`src/rtl/pdseq_pkg.sv`:
```
package pdseq_pkg;

  localparam int BUS_AW = 12;
  localparam int BUS_DW = 32;
  localparam int ST_W   = 5;

  // word offsets decoded by software
  localparam logic [BUS_AW-1:0] OFS_PREQ  = 12'h070;
  localparam logic [BUS_AW-1:0] OFS_GO    = 12'h120;
  localparam logic [BUS_AW-1:0] OFS_BUSY  = 12'h128;
  localparam logic [BUS_AW-1:0] OFS_DPWR  = 12'h200;
  localparam logic [BUS_AW-1:0] OFS_DCTL  = 12'h300;
  localparam logic [BUS_AW-1:0] OFS_MSTAT = 12'h800;
  localparam logic [BUS_AW-1:0] OFS_MCTL  = 12'hA00;

  localparam int CLKRUN_BIT = 12;
  localparam int PWRON_BIT  = 0;
  localparam int PGOOD_BIT  = 8;

  typedef enum logic [1:0] {
    PH_IDLE  = 2'd0,
    PH_PWAIT = 2'd1,
    PH_COUNT = 2'd2
  } dom_phase_t;

  // states 1 and 3 keep the module clock running
  function automatic logic st_clk_on(input logic [ST_W-1:0] s);
    return (s == ST_W'(1)) || (s == ST_W'(3));
  endfunction

  // states 0 and 1 hold the module in reset
  function automatic logic st_in_rst(input logic [ST_W-1:0] s);
    return (s == ST_W'(0)) || (s == ST_W'(1));
  endfunction

endpackage

```
`src/rtl/pdseq_regbus.sv`:
```
module pdseq_regbus
  import pdseq_pkg::*;
#(
  parameter int NUM_MOD = 8,
  parameter int NUM_DOM = 2
) (
  input  logic                           clk,
  input  logic                           rst_n,
  input  logic [BUS_AW-1:0]              bus_addr,
  input  logic                           bus_wr,
  input  logic [BUS_DW-1:0]              bus_wdata,
  input  logic                           bus_rd,
  output logic [BUS_DW-1:0]              bus_rdata,
  output logic [NUM_MOD-1:0][ST_W-1:0]   mod_want,
  output logic [NUM_DOM-1:0]             dom_on_req,
  output logic [NUM_DOM-1:0]             dom_pgood,
  output logic [NUM_DOM-1:0]             dom_go,
  input  logic [NUM_MOD-1:0][ST_W-1:0]   mod_live,
  input  logic [NUM_DOM-1:0]             dom_busy,
  input  logic [NUM_DOM-1:0]             dom_pwr,
  input  logic [NUM_DOM-1:0]             dom_preq
);

  logic [NUM_MOD-1:0][ST_W-1:0] want_q;
  logic [NUM_MOD-1:0]           want_we;
  logic [NUM_DOM-1:0]           on_q;
  logic [NUM_DOM-1:0]           pg_q;
  logic [NUM_DOM-1:0]           dctl_we;
  logic [BUS_DW-1:0]            rdata_q;
  logic [BUS_DW-1:0]            rdata_nxt;
  logic                         wdata_unused;

  assign wdata_unused = ^bus_wdata;

  // write decode
  always_comb begin
    dom_go  = '0;
    want_we = '0;
    dctl_we = '0;
    if (bus_wr) begin
      if (bus_addr == OFS_GO) dom_go = bus_wdata[NUM_DOM-1:0];
      for (int i = 0; i < NUM_MOD; i++)
        if (bus_addr == OFS_MCTL + BUS_AW'(4*i)) want_we[i] = 1'b1;
      for (int d = 0; d < NUM_DOM; d++)
        if (bus_addr == OFS_DCTL + BUS_AW'(4*d)) dctl_we[d] = 1'b1;
    end
  end

  // module control words
  genvar gi;
  generate
    for (gi = 0; gi < NUM_MOD; gi++) begin : g_want
      always_ff @(posedge clk or negedge rst_n) begin
        if (!rst_n)             want_q[gi] <= '0;
        else if (want_we[gi])   want_q[gi] <= bus_wdata[ST_W-1:0];
      end
    end
  endgenerate

  // domain control words
  genvar gd;
  generate
    for (gd = 0; gd < NUM_DOM; gd++) begin : g_dctl
      always_ff @(posedge clk or negedge rst_n) begin
        if (!rst_n) begin
          on_q[gd] <= 1'b0;
          pg_q[gd] <= 1'b0;
        end else if (dctl_we[gd]) begin
          on_q[gd] <= bus_wdata[PWRON_BIT];
          pg_q[gd] <= bus_wdata[PGOOD_BIT];
        end
      end
    end
  endgenerate

  // read mux
  always_comb begin
    rdata_nxt = '0;
    if (bus_addr == OFS_PREQ) rdata_nxt[NUM_DOM-1:0] = dom_preq;
    if (bus_addr == OFS_BUSY) rdata_nxt[NUM_DOM-1:0] = dom_busy;
    if (bus_addr == OFS_DPWR) rdata_nxt[NUM_DOM-1:0] = dom_pwr;
    for (int d = 0; d < NUM_DOM; d++) begin
      if (bus_addr == OFS_DCTL + BUS_AW'(4*d)) begin
        rdata_nxt[PWRON_BIT] = on_q[d];
        rdata_nxt[PGOOD_BIT] = pg_q[d];
      end
    end
    for (int i = 0; i < NUM_MOD; i++) begin
      if (bus_addr == OFS_MCTL + BUS_AW'(4*i))
        rdata_nxt[ST_W-1:0] = want_q[i];
      if (bus_addr == OFS_MSTAT + BUS_AW'(4*i)) begin
        rdata_nxt[ST_W-1:0]   = mod_live[i];
        rdata_nxt[CLKRUN_BIT] = st_clk_on(mod_live[i]);
      end
    end
  end

  always_ff @(posedge clk or negedge rst_n) begin
    if (!rst_n)      rdata_q <= '0;
    else if (bus_rd) rdata_q <= rdata_nxt;
  end

  assign bus_rdata  = rdata_q;
  assign mod_want   = want_q;
  assign dom_on_req = on_q;
  assign dom_pgood  = pg_q;

endmodule

```
`src/rtl/pdseq_dom_seq.sv`:
```
module pdseq_dom_seq
  import pdseq_pkg::*;
#(
  parameter int XFER_LAT         = 4,
  parameter bit POWERED_AT_RESET = 1'b0
) (
  input  logic clk,
  input  logic rst_n,
  input  logic go,
  input  logic on_req,
  input  logic pgood,
  output logic busy,
  output logic powered,
  output logic preq,
  output logic commit
);

  localparam int CNT_W = (XFER_LAT > 1) ? $clog2(XFER_LAT) : 1;
  localparam logic [CNT_W-1:0] CNT_LOAD = CNT_W'(XFER_LAT - 1);

  dom_phase_t       ph_q, ph_n;
  logic [CNT_W-1:0] cnt_q, cnt_n;
  logic             pwr_q, pwr_n;
  logic             req_q, req_n;
  logic             cnt_en;

  always_comb begin
    ph_n   = ph_q;
    cnt_n  = cnt_q;
    pwr_n  = pwr_q;
    req_n  = req_q;
    commit = 1'b0;
    case (ph_q)
      PH_IDLE: begin
        if (go) begin
          if (!pwr_q && on_req) begin
            ph_n  = PH_PWAIT;
            req_n = 1'b1;
          end else begin
            ph_n  = PH_COUNT;
            cnt_n = CNT_LOAD;
          end
        end
      end
      PH_PWAIT: begin
        if (pgood) begin
          pwr_n = 1'b1;
          req_n = 1'b0;
          ph_n  = PH_COUNT;
          cnt_n = CNT_LOAD;
        end
      end
      PH_COUNT: begin
        if (cnt_q == '0) begin
          commit = 1'b1;
          ph_n   = PH_IDLE;
        end else begin
          cnt_n = cnt_q - 1'b1;
        end
      end
      default: ph_n = PH_IDLE;
    endcase
  end

  assign cnt_en = (cnt_n != cnt_q);

  always_ff @(posedge clk or negedge rst_n) begin
    if (!rst_n) begin
      ph_q  <= PH_IDLE;
      pwr_q <= POWERED_AT_RESET;
      req_q <= 1'b0;
    end else begin
      ph_q  <= ph_n;
      pwr_q <= pwr_n;
      req_q <= req_n;
    end
  end

  always_ff @(posedge clk or negedge rst_n) begin
    if (!rst_n)      cnt_q <= '0;
    else if (cnt_en) cnt_q <= cnt_n;
  end

  assign busy    = (ph_q != PH_IDLE);
  assign powered = pwr_q;
  assign preq    = req_q;

endmodule

```
`src/rtl/pdseq_mod_slot.sv`:
```
module pdseq_mod_slot
  import pdseq_pkg::*;
(
  input  logic            clk,
  input  logic            rst_n,
  input  logic            commit,
  input  logic [ST_W-1:0] want,
  output logic [ST_W-1:0] live,
  output logic            clk_en,
  output logic            in_rst
);

  logic [ST_W-1:0] live_q;

  always_ff @(posedge clk or negedge rst_n) begin
    if (!rst_n)      live_q <= '0;
    else if (commit) live_q <= want;
  end

  assign live   = live_q;
  assign clk_en = st_clk_on(live_q);
  assign in_rst = st_in_rst(live_q);

endmodule

```
`src/rtl/pdseq_top.sv`:
```
module pdseq_top
  import pdseq_pkg::*;
#(
  parameter int NUM_MOD  = 8,
  parameter int NUM_DOM  = 2,
  parameter int XFER_LAT = 4,
  parameter int DOM_IW   = (NUM_DOM > 1) ? $clog2(NUM_DOM) : 1,
  parameter logic [NUM_MOD*DOM_IW-1:0] MOD_DOM_MAP = 8'hF0
) (
  input  logic               clk,
  input  logic               rst_n,
  input  logic [11:0]        bus_addr,
  input  logic               bus_wr,
  input  logic [31:0]        bus_wdata,
  input  logic               bus_rd,
  output logic [31:0]        bus_rdata,
  output logic [NUM_MOD-1:0] mod_clk_en,
  output logic [NUM_MOD-1:0] mod_rst,
  output logic [NUM_DOM-1:0] pwr_req
);

  logic [1:0]                   rst_pipe;
  logic                         rst_sync_n;
  logic [NUM_MOD-1:0][ST_W-1:0] mod_want;
  logic [NUM_MOD-1:0][ST_W-1:0] mod_live;
  logic [NUM_DOM-1:0]           dom_on_req;
  logic [NUM_DOM-1:0]           dom_pgood;
  logic [NUM_DOM-1:0]           dom_go;
  logic [NUM_DOM-1:0]           dom_busy;
  logic [NUM_DOM-1:0]           dom_pwr;
  logic [NUM_DOM-1:0]           dom_commit;

  // asynchronous assert, synchronous release
  always_ff @(posedge clk or negedge rst_n) begin
    if (!rst_n) rst_pipe <= 2'b00;
    else        rst_pipe <= {rst_pipe[0], 1'b1};
  end
  assign rst_sync_n = rst_pipe[1];

  pdseq_regbus #(
    .NUM_MOD(NUM_MOD),
    .NUM_DOM(NUM_DOM)
  ) u_regbus (
    .clk        (clk),
    .rst_n      (rst_sync_n),
    .bus_addr   (bus_addr),
    .bus_wr     (bus_wr),
    .bus_wdata  (bus_wdata),
    .bus_rd     (bus_rd),
    .bus_rdata  (bus_rdata),
    .mod_want   (mod_want),
    .dom_on_req (dom_on_req),
    .dom_pgood  (dom_pgood),
    .dom_go     (dom_go),
    .mod_live   (mod_live),
    .dom_busy   (dom_busy),
    .dom_pwr    (dom_pwr),
    .dom_preq   (pwr_req)
  );

  genvar gd;
  generate
    for (gd = 0; gd < NUM_DOM; gd++) begin : g_dom
      pdseq_dom_seq #(
        .XFER_LAT         (XFER_LAT),
        .POWERED_AT_RESET (gd == 0)
      ) u_seq (
        .clk     (clk),
        .rst_n   (rst_sync_n),
        .go      (dom_go[gd]),
        .on_req  (dom_on_req[gd]),
        .pgood   (dom_pgood[gd]),
        .busy    (dom_busy[gd]),
        .powered (dom_pwr[gd]),
        .preq    (pwr_req[gd]),
        .commit  (dom_commit[gd])
      );
    end
  endgenerate

  genvar gi;
  generate
    for (gi = 0; gi < NUM_MOD; gi++) begin : g_mod
      localparam int MY_DOM = int'(MOD_DOM_MAP[gi*DOM_IW +: DOM_IW]);
      pdseq_mod_slot u_slot (
        .clk    (clk),
        .rst_n  (rst_sync_n),
        .commit (dom_commit[MY_DOM]),
        .want   (mod_want[gi]),
        .live   (mod_live[gi]),
        .clk_en (mod_clk_en[gi]),
        .in_rst (mod_rst[gi])
      );
    end
  endgenerate

endmodule

```
`config.mk`:
```
export PLATFORM = sky130hd
export DESIGN_NAME = pdseq_top
export DESIGN_NICKNAME = d
export VERILOG_FILES = /design/src/rtl/pdseq_pkg.sv /design/src/rtl/pdseq_regbus.sv /design/src/rtl/pdseq_dom_seq.sv /design/src/rtl/pdseq_mod_slot.sv /design/src/rtl/pdseq_top.sv
export SDC_FILE = /design/constraint.sdc
export NUM_CORES = 1
export LEC_CHECK = 0
export BUFFER_PORTS_ARGS = -buffer_cell sky130_fd_sc_hd__clkbuf_2
export CAP_MARGIN = 30
export CORE_ASPECT_RATIO = 0.7
export CORE_UTILIZATION = 37
export CTS_CLUSTER_SIZE = 28
export DETAILED_ROUTE_END_ITERATION = 6
export GPL_ROUTABILITY_DRIVEN = 0
export GPL_TIMING_DRIVEN = 0
export PLACE_DENSITY_LB_ADDON = 0.12
export SETUP_SLACK_MARGIN = 0.5
export SKIP_LAST_GASP = 1
export SLEW_MARGIN = 25
export SYNTH_ARGS = -nofsm -noshare
export SYNTH_HDL_FRONTEND = slang
export SYNTH_HIERARCHICAL = 1
export SYNTH_SLANG_ARGS = --single-unit
```
`constraint.sdc`:
```
create_clock -name clk -period 6.2 [get_ports clk]
set_input_delay 0.62 -clock clk [delete_from_list [all_inputs] [get_ports clk]]
set_output_delay 0.62 -clock clk [all_outputs]
set_load 0.02 [all_outputs]
```
; After elaboration in Yosys (flattened, before gate mapping)
; Cells that the tools add are included.
; Widths: inputs -> output; s select.
[totals]
latch_bits = 0
mem_count = 0
mem_bits_rw = 0
word_cells = 195
register_bits = 104
rom_bits = 0
out_inout_bits = 50
[classes]
n_eq_ne = 51
reduce_logical = 39
bitwise = 1
order_cmp = 0
mux = 73
n_addsub = 2
shift = 0
div = 0
mul = 0
[ops]
columns = cell, count
row1 = $eq 12x12->1 const B, 16
row2 = $mux 5, 16
row3 = $eq 5x1->1 const B, 8
row4 = $eq 5x2->1 const B, 8
row5 = $logic_not 5->1, 8
row6 = $mux 2, 20
row7 = $eq 12x10->1 const B, 3
row8 = $mux 1, 31
row9 = $eq 12x9->1 const B, 2
row10 = $pmux 2 s3, 4
row11 = $logic_or 1x1->1, 16
row12 = $eq 12x7->1 const B, 1
row13 = $logic_not 2->1, 4
row14 = $mux 8, 1
row15 = $ne 2x2->1 const B, 4
row16 = $reduce_and 4->1, 2
row17 = $reduce_bool 2->1, 4
row18 = $ne 2x1->1 const B, 3
row19 = $reduce_and 3->1, 2
row20 = $eq 2x1->1 const B, 2
row21 = $eq 2x2->1 const B, 2
row22 = $ne 2x2->1, 2
row23 = $sub 2x1->2 const B, 2
row24 = $pmux 1 s2, 1
row25 = other kinds (4), 4

; Logic depth before layout (Yosys ltp)
[depth]
word_depth = 22
mapped_depth = 9
depth_no_buf = 6

; Modules after synthesis
; The synthesis kept the hierarchy.
[by_module_without_submodules]
columns = module, instances, area_per_inst_um2, cells_each
row1 = pdseq_regbus, 1, 3688.5, 424
row2 = pdseq_mod_slot, 8, 196.4, 12
row3 = pdseq_dom_seq (g_dom[1].u_seq), 1, 355.3, 31
row4 = pdseq_dom_seq (g_dom[0].u_seq), 1, 158.9, 16
row5 = pdseq_top, 1, 53.8, 3

; Worst setup path before layout
; OpenSTA, ideal clock, no wires.
[synth_timing]
path_type = input -> register
start = input port bus_addr[1]
end = register g_dom[1].u_seq.cnt_q[0]
path_buffers = 2
arrival_time_ns = 2.213
cell_stages = 8
setup_time_ns = 0.080
slack_ns = 3.906
path_cell_list = buf_2 nor4_4 buf_2 nand4_1 nor2_1 nor2b_2 a21oi_1 o211ai_2
[synth_via]
elab_chain_len = 6
[synth_rtl]
columns = element, line_no
row1 = start: declaration, pdseq_top.sv:12  ; input logic [11:0] bus_addr,
row2 = $eq 12x9->1 (*), pdseq_regbus.sv:41  ; if (bus_addr == OFS_GO) dom_go = bus_wdata[NUM_DOM-1:0];
row3 = $mux 2 (*), pdseq_regbus.sv:41
row4 = $mux 2 (*), pdseq_regbus.sv:40  ; if (bus_wr) begin
row5 = net dom_go[1], pdseq_top.sv:28  ; logic [NUM_DOM-1:0] dom_go;
row6 = $mux 2 (*), pdseq_dom_seq.sv:35  ; if (go) begin
row7 = $pmux 2 s3 (*), pdseq_dom_seq.sv:33  ; case (ph_q)
row8 = $ne 2x2->1, pdseq_dom_seq.sv:65  ; assign cnt_en = (cnt_n != cnt_q);
row9 = end signal: assignment, pdseq_dom_seq.sv:81  ; else if (cnt_en) cnt_q <= cnt_n;
row10 = end: declaration, pdseq_dom_seq.sv:22  ; logic [CNT_W-1:0] cnt_q, cnt_n;
; Mark *: on every way through the listed nets, which the timed path passes. The rest lies on a longest branch.
; A chain may end at the register's enable or synchronous reset.

; Worst setup path after layout
[layout_timing]
start = input port bus_addr[2]
end = register u_regbus.rdata_q[1] (netlist: u_regbus/bus_rdata[1])
[layout_via]
elab_chain_len = 20
word_cells_on_any_way = 38
[layout_rtl]
columns = element, line_no
row1 = $eq 12x7->1, pdseq_regbus.sv:79  ; if (bus_addr == OFS_PREQ) rdata_nxt[NUM_DOM-1:0] = dom_preq;
row2 = $mux 2, pdseq_regbus.sv:79
row3 = $mux 2, pdseq_regbus.sv:80  ; if (bus_addr == OFS_BUSY) rdata_nxt[NUM_DOM-1:0] = dom_busy;
row4 = $mux 2, pdseq_regbus.sv:81  ; if (bus_addr == OFS_DPWR) rdata_nxt[NUM_DOM-1:0] = dom_pwr;
row5 = $mux 5, pdseq_regbus.sv:89  ; if (bus_addr == OFS_MCTL + BUS_AW'(4*i))
row6 = $mux 5, pdseq_regbus.sv:91  ; if (bus_addr == OFS_MSTAT + BUS_AW'(4*i)) begin
row7 = $mux 5, pdseq_regbus.sv:89
row8 = $mux 5, pdseq_regbus.sv:91
row9 = (+4 left out), n/a
row10 = $mux 5, pdseq_regbus.sv:89
row11 = $mux 5, pdseq_regbus.sv:91
row12 = $mux 5, pdseq_regbus.sv:89
row13 = $mux 5, pdseq_regbus.sv:91
row14 = $mux 5, pdseq_regbus.sv:89
row15 = $mux 5, pdseq_regbus.sv:91
row16 = $mux 5, pdseq_regbus.sv:89
row17 = $mux 5 (*), pdseq_regbus.sv:91
row18 = end signal: assignment, pdseq_regbus.sv:100  ; else if (bus_rd) rdata_q <= rdata_nxt;
row19 = end: declaration, pdseq_regbus.sv:29  ; logic [BUS_DW-1:0] rdata_q;
; Mark *: on every way between the ends. The rest lies on a longest branch, timed or not.

==> impl_metrics.json <==
{
  "yosys.area_share.simple_pct": 20.3,
  "slew_violations": 0,
  "drive_above_1_share_pct": 30.4,
  "r2r_slack_ns": 4.23,
  "ys_top_cells_by_count": "dfrtp_1 (102), mux2_2 (70), nand2_1 (58)",
  "ios": 98,
  "endpoint": "u_regbus/bus_rdata[1]$_DFFE_PN0P_",
  "clkPwrFrac_pct": 40.7,
  "synth_top_family_by_area": "simple AND/OR/NAND/NOR gates",
  "synth-seq-cells": 102,
  "core_area_um2": 15000,
  "synthAdderAreaFrac_pct": 0,
  "wl_met1_mm": 9.02,
  "clock_tree.root_cell": "clkbuf_16",
  "max_slew_margin_pct": 39.4,
  "finalWirelength_mm": 18.2,
  "swShare_pct": 27.1,
  "n_fill_cell": 1481,
  "place_hpwl_mm": 13.3,
  "io_buffers": 39,
  "grtUsageTotal_pct": 23.5,
  "fp.dieArea_um2": 16300,
  "fin_ws_ns": 3.55,
  "synth_top_area_share_pct": 43.8,
  "worstSkewPairLatency_ns": 0.36,
  "clock-sinks": 102,
  "grt_max_degree": 54,
  "cts_buffers": 9,
  "p_leak_nw": 3.06,
  "rr_startpoint": "g_dom[1].u_seq/ph_q[0]$_DFFE_PN0P_",
  "hold_buffers": 0,
  "dpl_worst_slack_ns": 3.30,
  "start_kind": "input port",
  "synth.largest_area_cell": "dfrtp_1",
  "synthCells": 570,
  "drc": 14,
  "grt_pass1_vias": 4824,
  "pwr-share-seq_pct": 50.2,
  "rsz0062_at_grt": "no",
  "yosys-top-cells-area": "dfrtp_1 (44%), mux2_2 (14%), nand2_1 (3.7%)",
  "syn2layout_area_growth_pct": 14.9,
  "route.vias.total": 4963,
  "cts-htree-levels": 3,
  "crit_fanout": 10,
  "highest_layer": "met4",
  "synth_compound_area_share_pct": 14.4,
  "yosysWarnings": 6,
  "cts_resized": 0,
  "cp-startpoint": "bus_addr[2]",
  "ys.flop_type": "dfrtp_1",
  "violations": "design-rule violations",
  "p_switching_uw": 368,
  "cp.required_ns": 6.45,
  "nNetsFinal": 695,
  "cts_tree": "yes",
  "peakVddDrop_uv": 120,
  "clk_pin_slew_ns": 0.08,
  "wl_met2_mm": 7.09,
  "met3_length_mm": 1.71,
  "setup_viol_count_final": 0,
  "cts_buffer_depth": 2,
  "fin_crit_sh_pct": 42.8,
  "max_cap_violations": 0,
  "layout_min_cycle_time_ns": 2.65,
  "wl_per_cell_um": 21.5,
  "netlist_area_um2": 5830,
  "fin_worst_skew_ns": 0.0106,
  "synth_edf_count": 0,
  "endpoint_kind": "flip-flop",
  "status": "finished, violations left",
  "post-cts-setup-buffer-count": 0,
  "pwr-share-comb_pct": 9.1,
  "drtPass1Iterations": 7,
  "utilization_pct": 44.5,
  "synthArstFlopShare_pct": 100,
  "pwr_density_cell_nw_per_um2": 203,
  "synth_xor_area_share_pct": 0,
  "worst_slew_pin_slew_ns": 0.902,
  "p_int_uw": 991,
  "hold_violations": 0,
  "rr_worst_depth": 7,
  "worstSetupPathType": "input port to flip-flop",
  "placementRows": 37,
  "drt_iter0_drc": 485,
  "initial_utilization_pct": 38.7,
  "setup_tns_ns": 0,
  "hold_path_class": "input port to async pin",
  "synth.area.mux_share_pct": 14.6,
  "clock.fmax_ghz": 0.377,
  "vias_per_cell": 5.86,
  "grt_pass1_wl_mm": 28.8,
  "ant_nets": 0,
  "grt_antenna_before_repair": 0,
  "synth_sequential_area_ratio_pct": 43.8,
  "num_antenna_cells": 0,
  "grt.overflow.total": 0,
  "die_x_um": 152,
  "die_y_um": 107,
  "arrival_ns": 2.90,
  "r2r_end": "u_regbus/bus_rdata[1]$_DFFE_PN0P_",
  "syn_avg_cell_area_um2": 10.2,
  "yosysUniqueCellTypes": 77,
  "synth.most_common_cell": "dfrtp_1"
}
worst max-delay path: stages:
cell and delay [ns]:
buf_2 0.21, clkbuf_1 0.41, buf_2 0.35, a2bb2oi_1 0.20
o22ai_1 0.12, a221oi_1 0.51, o211ai_1 0.25, a21o_1 0.23
power groups by stage:
stage	clock (mW)	sequential, mW	combinational, mW
finish	0.553	0.682	0.124
global route	0.594	0.684	0.134
CTS	0.566	0.683	0.122
detailed placement	0	0.696	0.121
global placement	0	0.701	0.112
floorplan	0	0.699	0.0745
sequential cells by signal, summed over array words and instances (netlist names):
| name | flops |
|---|---|
| g_dom.u_seq/cnt_q | 4 |
| g_dom.u_seq/ph_q | 3 |
| g_dom.u_seq/powered | 1 |
| g_dom.u_seq/preq | 1 |
| g_mod.u_slot/live | 40 |
| rst_pipe | 2 |
| u_regbus/bus_rdata | 7 |
| u_regbus/dom_on_req | 2 |
| u_regbus/dom_pgood | 2 |
| u_regbus/mod_want | 40 |
cells in the final DEF, fill, tap and decap left out, types with 10 or more instances in the layout:
master,instances
nand3_1,23
nand4_1,10
a21oi_1,19
buf_4,28
conb_1,28
mux2_2,70
o22ai_1,12
nor2_1,26
clkbuf_2,39
nor4_1,11
buf_2,15
nand2_1,58
o21ai_0,41
dfrtp_1,101
nor4b_1,11
cell families (layout without fill, tap and decap cells):
kind of cell,count (synthesis),in the layout
AND/OR/NAND/NOR,196,196
flip-flops,102,102
multiplexers,76,76
other,4,28
buffers and inverters,64,122
AO/OA/AOI/OAI,128,128
metrics by stage:
step / power, mW / cell area [um^2] / instances / hold slack, ns
final: 1.36 / 6700 / 847 / 0.0271
after global routing: 1.41 / 6700 / 847 / 0.0113
after CTS: 1.37 / 6700 / 847 / 0.0149
after detailed placement: 0.817 / 6410 / 831 / 0.351
after global placement: 0.813 / 6360 / 828 / 0.338
after floorplan: 0.774 / 5920 / 594 / 0.324
how the worst min path moves through the flow:
stage | startpoint | to | slack (ns)
floorplan | rst_n | rst_pipe[0]$_DFF_PN0_ | 0.32
global placement | rst_pipe[0]$_DFF_PN0_ | rst_pipe[1]$_DFF_PN0_ | 0.34
detailed placement | rst_pipe[0]$_DFF_PN0_ | rst_pipe[1]$_DFF_PN0_ | 0.35
CTS | rst_n | rst_pipe[1]$_DFF_PN0_ | 0.01
global route | rst_n | rst_pipe[1]$_DFF_PN0_ | 0.01
finish | rst_n | rst_pipe[1]$_DFF_PN0_ | 0.03
metal layers:
metal | track usage [%] | up-vias
met3 | 5.70 | 36
li1 | - | 2218
met2 | 32.1 | 233
met4 | 6.92 | 0
met1 | 35.9 | 2476
met5 | 0 | -
layout make-up:
cell class                 instances  area, um^2  share of cell area [%]
inverter                          10        37.5                   0.560
tap                              195         244                    3.64
timing repair buffer              42         245                    3.66
buffer                            54         349                    5.21
multi-input combinational        428        2980                    44.5
clock buffer                      10         229                    3.42
clock inverter                     6        56.3                   0.840
sequential                       102        2560                    38.2
No activity file was read; power rests on OpenSTA's default activity.
